<file path="src/rtl/vimm_pkg.sv">
package vimm_pkg;
  localparam int IMM_W  = 13;
  localparam int PAT_W  = 64;
  localparam int SPL_W  = 10;

  typedef enum logic [3:0] {
    PM_B0      = 4'd0,
    PM_B1      = 4'd1,
    PM_B2      = 4'd2,
    PM_B3      = 4'd3,
    PM_HLO     = 4'd4,
    PM_HHI     = 4'd5,
    PM_MSK8    = 4'd6,
    PM_MSK16   = 4'd7,
    PM_SPLAT   = 4'd8,
    PM_BITMASK = 4'd9,
    PM_F32X2   = 4'd10,
    PM_F32X1   = 4'd11,
    PM_F64     = 4'd12
  } pat_mode_e;
endpackage

</file>
<file path="src/rtl/vimm_splat.sv">
module vimm_splat #(
  parameter int DATA_W = 128,
  parameter int VAL_W  = 10
) (
  input  logic [VAL_W-1:0]  val,
  input  logic [1:0]        esize,
  output logic [DATA_W-1:0] dout
);
  localparam int N_SZ = 4;
  localparam int MAXW = 8 << (N_SZ - 1);

  logic [MAXW-1:0]   sx;
  logic [DATA_W-1:0] cand [N_SZ];

  assign sx = {{(MAXW-VAL_W){val[VAL_W-1]}}, val};

  for (genvar g = 0; g < N_SZ; g++) begin : g_size
    localparam int LW  = 8 << g;
    localparam int REP = DATA_W / LW;
    assign cand[g] = {REP{sx[LW-1:0]}};
  end

  assign dout = cand[esize];
endmodule

</file>
<file path="src/rtl/vimm_pattern.sv">
module vimm_pattern
  import vimm_pkg::*;
(
  input  logic [3:0]       mode,
  input  logic [7:0]       t,
  output logic [PAT_W-1:0] pat,
  output logic             illegal
);
  logic [31:0] f32;
  logic [63:0] f64;
  logic [63:0] bmask;

  assign f32 = {t[7], ~t[6], {5{t[6]}}, t[5:0], 19'b0};
  assign f64 = {t[7], ~t[6], {8{t[6]}}, t[5:0], 48'b0};

  for (genvar i = 0; i < 8; i++) begin : g_bm
    assign bmask[8*i +: 8] = {8{t[i]}};
  end

  always_comb begin
    illegal = 1'b0;
    pat     = '0;
    case (mode)
      PM_B0:      pat = {2{24'b0, t}};
      PM_B1:      pat = {2{16'b0, t, 8'b0}};
      PM_B2:      pat = {2{8'b0, t, 16'b0}};
      PM_B3:      pat = {2{t, 24'b0}};
      PM_HLO:     pat = {4{8'b0, t}};
      PM_HHI:     pat = {4{t, 8'b0}};
      PM_MSK8:    pat = {2{16'b0, t, 8'hFF}};
      PM_MSK16:   pat = {2{8'b0, t, 16'hFFFF}};
      PM_SPLAT:   pat = {8{t}};
      PM_BITMASK: pat = bmask;
      PM_F32X2:   pat = {2{f32}};
      PM_F32X1:   pat = {32'b0, f32};
      PM_F64:     pat = f64;
      default:    illegal = 1'b1;
    endcase
  end
endmodule

</file>
<file path="src/rtl/vimm_expander.sv">
module vimm_expander
  import vimm_pkg::*;
#(
  parameter int DATA_W = 128
) (
  input  logic              clk,
  input  logic              rst_n,
  input  logic              in_valid,
  input  logic [12:0]       in_imm,
  output logic              out_valid,
  output logic              out_wen,
  output logic              out_illegal,
  output logic [DATA_W-1:0] out_data
);
  localparam int HALVES = DATA_W / PAT_W;

  logic              sel_pat;
  logic [DATA_W-1:0] splat_d;
  logic [PAT_W-1:0]  pat_d;
  logic              pat_ill;
  logic              ill_d;
  logic [DATA_W-1:0] data_d;
  logic              valid_q, illegal_q;
  logic [DATA_W-1:0] data_q;

  assign sel_pat = in_imm[12];

  vimm_splat #(.DATA_W(DATA_W), .VAL_W(SPL_W)) i_splat (
    .val   (in_imm[SPL_W-1:0]),
    .esize (in_imm[11:10]),
    .dout  (splat_d)
  );

  vimm_pattern i_pattern (
    .mode    (in_imm[11:8]),
    .t       (in_imm[7:0]),
    .pat     (pat_d),
    .illegal (pat_ill)
  );

  // next-state
  always_comb begin
    ill_d = sel_pat & pat_ill;
    if (ill_d)        data_d = '0;
    else if (sel_pat) data_d = {HALVES{pat_d}};
    else              data_d = splat_d;
  end

  // registers
  always_ff @(posedge clk or negedge rst_n) begin
    if (!rst_n) begin
      valid_q   <= 1'b0;
      illegal_q <= 1'b0;
    end else begin
      valid_q   <= in_valid;
      illegal_q <= in_valid & ill_d;
    end
  end

  always_ff @(posedge clk) begin
    if (in_valid) data_q <= data_d;
  end

  assign out_valid   = valid_q;
  assign out_illegal = illegal_q;
  assign out_wen     = valid_q & ~illegal_q;
  assign out_data    = data_q;

  a_r11_latency: assert property (@(posedge clk) disable iff (!rst_n)
    in_valid |=> out_valid);
  a_r11_idle: assert property (@(posedge clk) disable iff (!rst_n)
    !in_valid |=> !out_valid && !out_wen);
  a_r9_bad_mode: assert property (@(posedge clk) disable iff (!rst_n)
    (in_valid && in_imm[12] && in_imm[11:8] > 4'd12) |=> out_illegal && !out_wen && out_data == '0);
  a_r13_splat_legal: assert property (@(posedge clk) disable iff (!rst_n)
    (in_valid && !in_imm[12]) |=> !out_illegal && out_wen);
  a_r10_halves: assert property (@(posedge clk) disable iff (!rst_n)
    (in_valid && in_imm[12]) |=> out_data[DATA_W-1:PAT_W] == out_data[PAT_W-1:0]);
  a_r12_flags_low: assert property (@(posedge clk)
    !rst_n |-> !out_valid && !out_illegal && !out_wen);
endmodule

</file>
<file path="config.mk">
export PLATFORM = sky130hd
export DESIGN_NAME = vimm_expander
export DESIGN_NICKNAME = d
export VERILOG_FILES = /design/src/rtl/vimm_pkg.sv /design/src/rtl/vimm_splat.sv /design/src/rtl/vimm_pattern.sv /design/src/rtl/vimm_expander.sv
export SDC_FILE = /design/constraint.sdc
export NUM_CORES = 1
export LEC_CHECK = 0
export BUFFER_PORTS_ARGS = -buffer_cell sky130_fd_sc_hd__clkbuf_2
export CAP_MARGIN = 20
export CORE_MARGIN = 1
export CORE_UTILIZATION = 50
export DETAILED_ROUTE_END_ITERATION = 12
export HOLD_SLACK_MARGIN = 0.02
export PLACE_DENSITY = 0.78
export SYNTH_ARGS = -nofsm -noshare
export SYNTH_HDL_FRONTEND = slang
export SYNTH_SLANG_ARGS = --single-unit
export TNS_END_PERCENT = 20
</file>
<file path="constraint.sdc">
create_clock -name clk -period 1.33 [get_ports clk]
set_input_delay 0.133 -clock clk [delete_from_list [all_inputs] [get_ports clk]]
set_output_delay 0.133 -clock clk [all_outputs]
set_load 0.05 [all_outputs]
</file>
==> qor.yml, run 1 <==
die:
  dieWidth_um: 101
  row_count: 35
  ios: 147
  core_area_um2: 9370
  dieArea_um2: 10200
  start_util: 0.524
  fp.dieH_um: 101
critical_path:
  crit_type: "input pin to flip-flop"
  critical_path_arrival_ns: 1.39
  crit_fanout: 6
  cp-end-kind: "flip-flop"
  cp.required_ns: 1.42
  cp_slowest_cell: "a221oi_1"
  worstSetupStartpointType: "input pin"
  crit_start: "in_imm[8]"
  crit_chain: "clkbuf_2 -> buf_4 -> buf_4 -> nand2_1 -> a21boi_1 -> a221oi_1 -> nand2_1"
  cpPeakStageDelay_ns: 0.45
hold_path:
  hold_path.class: "input pin to asynchronous set/reset pin"
clock_network:
  numCtsBuffers: 9
  cts_root_buffer: "clkbuf_8"
  htree_levels: 3
  clockBufferDepth: 2
  cts_setup_buffers: 0
  cts_sinks: 66
  tritoncts: "done"
  cts.clk_slew.worst_paths_ns: 0.09
job:
  max-cap-violations: 0
global_routing:
  met3_usage: 0.0704
  grt.busiest_layer: "met2"
  grt_start_max_net_pins: 67
  overflow: 0
  first_global_vias: 4387
  grt_pass1_wl_mm: 24.1
  met2_usage: 0.499
  grt_usage: 0.318
  grt_antenna_before_repair: 0
  grt_util_met1: 0.433
yosys:
  syn_inst: 541
  synth.distinct_cells: 64
  synth_top_family_by_area: "compound AO/OA/AOI/OAI gates"
  synthAdderAreaFrac: 0
  ys_seq_elements: 66
  yosys.area_share.simple: 0.173
  muxShareOfSynthArea: 0.00840
  synth_ff_type: "edfxtp_1"
  async_flop_share: 0.0303
  netlist.top_cell.by_area: "edfxtp_1"
  synth_edf_count: 64
  yosysMostFrequentCell: "buf_4"
  yosys_warnings: 0
  synth.cell_area_um2: 4910
  synth-compound-area-share: 0.246
  synth_xor_area_frac: 0.00509
  synth_top_area_frac: 0.391
  netlist_top_cells_area: "edfxtp_1 (39%), buf_4 (11%), nand2_1 (4.0%)"
  synth_nets: 557
  synthTopCellsByCount: "buf_4 (74), edfxtp_1 (64), nand2_1 (53)"
  syn_area_per_cell_um2: 9.08
  yosysSeqAreaShare: 0.401
pwr:
  peakVddDrop_mv: 0.553
  pwr_density_cell_nw_per_um2: 1200
  leakage_nw: 2.86
  power.total_w: 0.00764
sta:
  hold-worst-slack_ns: 0.0810
  maxSlewHeadroom: 0.615
  period_needed_ns: 1.30
  finalHoldViolCount: 0
  setup_viol: 0
  finalCritPeriodShare: 0.977
  max_freq_mhz: 769
  tightest_slew_ns: 0.563
  finalMaxSlewViolations: 0
  grt_setup_unrepaired: "yes"
placement:
  hpwl_mm: 12.1
  place_congestion: 1.01
  dpl-instance-area_um2: 6090
  numPortBuffers: 146
cells_and_area:
  drive_gt1_frac: 0.429
  final_cell_area_um2: 6340
  fin_util: 0.677
  synthToLayoutAreaGrowth_pct: 29.1
  final_nets: 727
  antenna_cells: 0
outcome:
  run_status: "completed"
route:
  drt_wl_total_mm: 16.0
  vias_per_cell: 5.87
  drc: 0
  antenna_left: 0
  drtIter0Drc: 421
  dr_total_vias: 4956
  first_pass_iters: 5
  wl_per_cell_um: 18.9
-- registers in the layout (all words and copies together), names as in the netlist --
signal,cells
out_illegal,1
out_valid,1
out_data,64
-- where the power goes --
part           internal, W  switching (W)  total [W]  leakage, nW
sequential         0.00254       0.000100    0.00264        0.645
combinational     0.000799        0.00229    0.00309         2.11
clock              0.00105       0.000864    0.00192        0.107
-- how the worst max path moves through the flow --
stage / to / slack, ns / cells past startpoint
6_report: out_data[124] / 0.03 / 7
4_1_cts: out_data[125] / 0.05 / 6
3_5_place_dp: out_data[116] / -0.43 / 7
2_1_floorplan: out_data[63] / -0.03 / 7
3_3_place_gp: out_data[113] / -0.42 / 7
5_1_grt: out_data[91] / -0.09 / 7
-- what timing repair did --
action	4_1_cts	5_1_grt
endpoints found under the hold margin	2	0
gates resized for setup	1	5
gates cloned	0	0
setup endpoints to repair	2	16
hold buffers	1	0
-- cells by family after synthesis --
group	Yosys count
buffers and inverters	125
xor gates and xnor gates	2
muxes	4
AOI/OAI and AO/OA	181
DFF	66
and+or+nand+nor	163
-- cell usage in the layout (no fill, tap or decap), drive strengths merged, types with 2 or more instances in the layout --
| cell type | n |
|---|---|
| a311oi | 2 |
| bufinv | 2 |
| o22ai | 3 |
| a221oi | 3 |
| a311o | 2 |
| edfxtp | 64 |
| a2bb2oi | 2 |
| buf | 126 |
| nand3b | 17 |
| clkbuf | 155 |
| nor3 | 16 |
| nand3 | 18 |
| nor3b | 2 |
| dfrtp | 2 |
| a211o | 4 |
| a22oi | 3 |
| clkinv | 5 |
| o211ai | 14 |
| nor2 | 20 |
| a211oi | 3 |
| a21o | 18 |
| mux2i | 3 |
| o31ai | 13 |
| nand2b | 18 |
| a21boi | 5 |
| o311ai | 2 |
| a31oi | 8 |
| a221o | 2 |
| a21oi | 37 |
| a32oi | 3 |
| o21ai | 47 |
| nor2b | 9 |
| nand2 | 54 |
| or3b | 3 |
| o2bb2ai | 2 |
| inv | 10 |
-- layer usage --
metal  share of wire  vias to the layer above  routed length (um)
met5               0                        -                   0
met4           0.025                        0                 397
met3           0.089                       40                1430
met1            0.43                     2346                6820
met2            0.46                      303                7350
li1                -                     2267                   -
-- worst max-delay path, delay by kind of cell --
family	cells	cell delay [ns]
simple gates	2	0.23
buf+inv	3	0.43
compound gates	2	0.60
-- cell type report --
class	instances	area [um^2]
clock buffer	9	124
clock inverter	7	93.8
fill	815	3030
inverter	11	41.3
multi-input combinational	350	2150
sequential	66	1970
tap	129	161
timing repair buffer	273	1800
-- stage by stage --
stage | setup WS, ns | TNS [ns] | instances
5_1_grt | -0.0931 | -0.595 | 845
6_report | 0.0301 | 0 | 845
2_1_floorplan | -0.0334 | -0.0557 | 541
3_3_place_gp | -0.421 | -13.39 | 828
3_5_place_dp | -0.428 | -14.42 | 828
4_1_cts | 0.0454 | 0 | 845
Note: power is estimated with default switching activity, not from simulation.
==> inputs of run 2 (changes only) <==
--- a/config.mk
+++ b/config.mk
@@ -11,8 +11,9 @@
 export CORE_UTILIZATION = 50
 export DETAILED_ROUTE_END_ITERATION = 12
 export HOLD_SLACK_MARGIN = 0.02
-export PLACE_DENSITY = 0.78
+export PLACE_DENSITY = 0.73
 export SYNTH_ARGS = -nofsm -noshare
 export SYNTH_HDL_FRONTEND = slang
+export SYNTH_HIERARCHICAL = 1
 export SYNTH_SLANG_ARGS = --single-unit
 export TNS_END_PERCENT = 20
==> qor.yml, run 2 <==
outcome:
  run_status: "completed"
job:
  max-cap-violations: 0
yosys:
  synth.distinct_cells: 44
  yosys_warnings: 6
  synth_edf_count: 128
  yosysMostFrequentCell: "o21ai_0"
  ys_seq_elements: 130
  syn_inst: 859
  synth_top_area_frac: 0.479
  synth_ff_type: "edfxtp_1"
  netlist.top_cell.by_area: "edfxtp_1"
  netlist_top_cells_area: "edfxtp_1 (48%), buf_4 (11%), o21ai_0 (10%)"
  synth.cell_area_um2: 8020
  async_flop_share: 0.0154
  synth_nets: 875
  synthTopCellsByCount: "o21ai_0 (167), inv_1 (140), edfxtp_1 (128)"
  yosysSeqAreaShare: 0.485
  syn_area_per_cell_um2: 9.34
clock_network:
  htree_levels: 4
  cts.clk_slew.worst_paths_ns: 0.05
  cts_setup_buffers: 0
  cts_root_buffer: "clkbuf_16"
  clockBufferDepth: 2
  numCtsBuffers: 17
  tritoncts: "done"
  cts_sinks: 130
cells_and_area:
  drive_gt1_frac: 0.303
  final_nets: 969
  nFillCells: 1318
  multi_input_area_um2: 2630
  fin_util: 0.615
  largest_reg_flops: 128
  antenna_cells: 0
  area.sequential_um2: 3890
  final_common_cell: "o21ai_0"
  synthToLayoutAreaGrowth_pct: 18.2
  final_cell_mix: "o21ai_0 (144), clkbuf_2 (140), inv_1 (139), edfxtp_1 (128), buf_4 (80)"
  stdcell_count: 1174
route:
  wl_per_cell_um: 16.3
  drc: 0
  dr_total_vias: 6185
  antenna_left: 0
  drt_wl_total_mm: 19.1
  first_pass_iters: 7
  drtIter0Drc: 570
  vias_per_cell: 5.27
critical_path:
  cpPeakStageDelay_ns: 0.33
  crit_type: "input pin to flip-flop"
  crit_buf_inv: 1
  critPathTopFamily: "compound AO/OA/AOI/OAI gates"
  crit_chain: "buf_4 -> xor2_4 -> nor3_2 -> a211o_4 -> a221o_1 -> nand3b_1 -> o21ai_1"
  cp.required_ns: 1.50
  crit_fanout: 9
  worstSetupStartpointType: "input pin"
  cp_slowest_cell: "a221o_1"
  cp-end-kind: "flip-flop"
  critical_path_arrival_ns: 1.45
global_routing:
  grt_pass1_wl_mm: 30.2
  grt_start_max_net_pins: 78
  first_global_vias: 5845
  grt_usage: 0.241
  overflow: 0
  grt_antenna_before_repair: 0
die:
  dieArea_um2: 16600
  start_util: 0.520
  core_area_um2: 15400
  row_count: 45
  ios: 147
  dieWidth_um: 129
  fp.dieH_um: 129
sta:
  finalCritPeriodShare: 0.964
  max_freq_mhz: 780
  grt_setup_unrepaired: "yes"
  maxSlewHeadroom: 0.682
  setup_viol: 0
  period_needed_ns: 1.28
  setup_tns_ns: 0
  finalHoldViolCount: 0
  finalMaxSlewViolations: 0
  tightest_slew_ns: 0.472
hold_path:
  hold_path.class: "input pin to flip-flop"
pwr:
  leakage_nw: 4.34
  peakVddDrop_mv: 0.945
  pwr_density_cell_nw_per_um2: 1340
placement:
  dp.cells: 1143
  numPortBuffers: 146
  place_congestion: 0.943
  hpwl_mm: 13.5
==> run 2: cell types whose count changed in the layout (fill, tap and decap cells not counted), moves of 13 or more <==
| cell | change |
|---|---|
| nand3b_1 | +49 |
| inv_1 | +131 |
| clkbuf_16 | +17 |
| nand3_1 | -13 |
| nor3_1 | -15 |
| o21ai_1 | +18 |
| o21ai_0 | +107 |
| buf_4 | -37 |
| edfxtp_1 | +64 |
| nand2_1 | -28 |
==> run 2: kinds of logic after synthesis <==
family | synth area share
buffers and inverters | 0.200
AOI/OAI and AO/OA | 0.192
and+or+nand+nor | 0.112
DFF | 0.485
muxes | 0.00842
xor gates and xnor gates | 0.00203
==> run 2: cell type report <==
type | count | share of cell area
clock inverter | 10 | 0.0100
inverter | 140 | 0.0554
tap | 211 | 0.0278
timing repair buffer | 241 | 0.173
clock buffer | 19 | 0.0457
sequential | 130 | 0.411
multi-input combinational | 423 | 0.278
==> run 2: metrics by stage <==
stage	worst slack (ns)	power [W]	instance area [um^2]	hold slack [ns]
floorplan	-0.202	0.00779	8120	-0.163
global placement	-0.507	0.00842	8830	-0.0825
detailed placement	-0.536	0.00846	8830	-0.0772
CTS	0.0128	0.0128	9420	0.137
global route	-0.0114	0.0132	9480	0.172
finish	0.0482	0.0127	9480	0.171
==> run 2: timing repair <==
item,CTS,global route
gates resized for setup,10,34
endpoints found under the hold margin,2,0
pin swaps,1,4
hold buffers,2,0
endpoints found under the setup margin,29,102
==> run 2: final timing paths <==
kind	startpoint	end	cells past startpoint	slack (ns)
min	in_valid	out_valid	2	0.17
max	in_imm[8]	out_data[20]	7	0.05
min in group asynchronous	rst_n	out_valid	3	0.58
max in group asynchronous	rst_n	out_illegal	3	0.63
==> run 2: power breakdown <==
group	switching [W]	internal [W]	total (W)
clock	0.00164	0.00268	0.00431
sequential	0.000126	0.00499	0.00512
combinational	0.00242	0.000888	0.00331
==> run 2: metal layers <==
layer,part of all wire,global-route usage
met4,0.025,0.122
met2,0.48,0.384
met5,0,0
met1,0.44,0.313
met3,0.059,0.0491
==> inputs of run 3 (changes only) <==
--- a/config.mk
+++ b/config.mk
@@ -12,8 +12,9 @@
 export DETAILED_ROUTE_END_ITERATION = 12
 export HOLD_SLACK_MARGIN = 0.02
 export PLACE_DENSITY = 0.73
+export REMOVE_ABC_BUFFERS = 1
 export SYNTH_ARGS = -nofsm -noshare
 export SYNTH_HDL_FRONTEND = slang
 export SYNTH_HIERARCHICAL = 1
 export SYNTH_SLANG_ARGS = --single-unit
-export TNS_END_PERCENT = 20
+export TNS_END_PERCENT = 30
==> qor.yml, run 3 (same netlist as run 2, synthesis figures left out) <==
sta:
  finalMaxSlewViolations: 0
  maxSlewHeadroom: 0.698
  setup_tns_ns: 0
  worst_slack_ns: 0.0400
  hold-worst-slack_ns: 0.0358
  finalHoldViolCount: 0
  finalCritPeriodShare: 0.970
  grt_setup_unrepaired: "yes"
  period_needed_ns: 1.29
  setup_viol: 0
  tightest_slew_ns: 0.448
  max_freq_mhz: 775
outcome:
  run_status: "completed"
cells_and_area:
  area.sequential_um2: 3890
  synthToLayoutAreaGrowth_pct: 17.1
  multi_input_area_um2: 2570
  drive_gt1_frac: 0.297
  nFillCells: 1320
  fin_util: 0.609
  final_cell_mix: "o21ai_0 (163), clkbuf_2 (141), inv_1 (139), edfxtp_1 (128), buf_4 (82)"
  largest_reg_flops: 128
  final_nets: 967
  final_common_cell: "o21ai_0"
global_routing:
  first_global_vias: 5431
  grt_start_max_net_pins: 59
  overflow: 0
  grt_pass1_wl_mm: 28.3
  grt_usage: 0.227
  grt_antenna_before_repair: 0
critical_path:
  critPathTopFamily: "compound AO/OA/AOI/OAI gates"
  cpPeakStageDelay_ns: 0.36
  critical_path_arrival_ns: 1.46
  worstSetupStartpointType: "input pin"
  cp-end-kind: "flip-flop"
  cp_slowest_cell: "a221o_1"
  crit_buf_inv: 1
  crit_fanout: 7
  cp.required_ns: 1.50
  crit_chain: "clkbuf_4 -> xor2_2 -> nor3_1 -> a211o_2 -> a221o_1 -> nand3b_1 -> o21ai_0"
  crit_type: "input pin to flip-flop"
die:
  ios: 147
  fp.dieH_um: 129
  dieWidth_um: 129
  row_count: 45
  start_util: 0.520
  core_area_um2: 15400
  dieArea_um2: 16600
route:
  drtIter0Drc: 445
  drc: 0
  vias_per_cell: 5.12
  wl_per_cell_um: 15.2
  drt_wl_total_mm: 17.9
  first_pass_iters: 6
  antenna_left: 0
  dr_total_vias: 6019
hold_path:
  hold_path.class: "input pin to asynchronous set/reset pin"
clock_network:
  cts_sinks: 130
  clockBufferDepth: 2
  htree_levels: 4
  cts.clk_slew.worst_paths_ns: 0.05
  cts_root_buffer: "clkbuf_16"
  numCtsBuffers: 17
  tritoncts: "done"
pwr:
  power.total_w: 0.0129
  peakVddDrop_mv: 0.866
  pwr_density_cell_nw_per_um2: 1370
  leakage_nw: 4.32
placement:
  post-place-ws_ns: -0.640
  place_congestion: 0.871
  numPortBuffers: 146
  hpwl_mm: 12.5
job:
  max-cap-violations: 0
-- run 3: final timing paths --
path,startpoint,end,slack (ns),cells after the start
setup / recovery,in_imm[10],out_data[87],0.04,7
hold / removal,rst_n,out_valid,0.04,2
max in group asynchronous,rst_n,out_illegal,1.20,2
min in group clk,in_valid,out_data[110],0.05,1
-- run 3: routing by layer --
layer  wire, um  global-route usage
met1       8250               0.314
met2       8350               0.351
met3        997              0.0516
met4        255              0.0803
met5          0                   0
-- run 3: power by group --
part,switching [W],internal [W],total [W]
Clock,0.00166,0.00292,0.00458
Combinational,0.00236,0.000836,0.00319
Sequential,0.000127,0.00499,0.00512
Total,0.00415,0.00875,0.0129
-- run 3: cell type report --
cell class	count	share of cell area
Tap cell	211	0.0281
Inverter	140	0.0559
Timing Repair Buffer	239	0.167
Antenna cell	1	0.000266
Clock inverter	11	0.0146
Clock buffer	21	0.0469
Sequential cell	130	0.414
Multi-Input combinational cell	423	0.273
-- run 3: per-stage QoR --
stage | cell area (um^2) | instances
final | 9400 | 1176
after global routing | 9390 | 1175
after CTS | 9340 | 1174
after detailed placement | 8730 | 1141
after global placement | 8730 | 1141
after floorplan | 6940 | 693
-- run 3: timing repair --
item                       4_1_cts  5_1_grt
pin swaps                        2        4
hold endpoints to repair         2        0
setup endpoints to repair       48       98
setup buffers                    0        1
gates resized for setup          8       20
hold buffers                     1        0
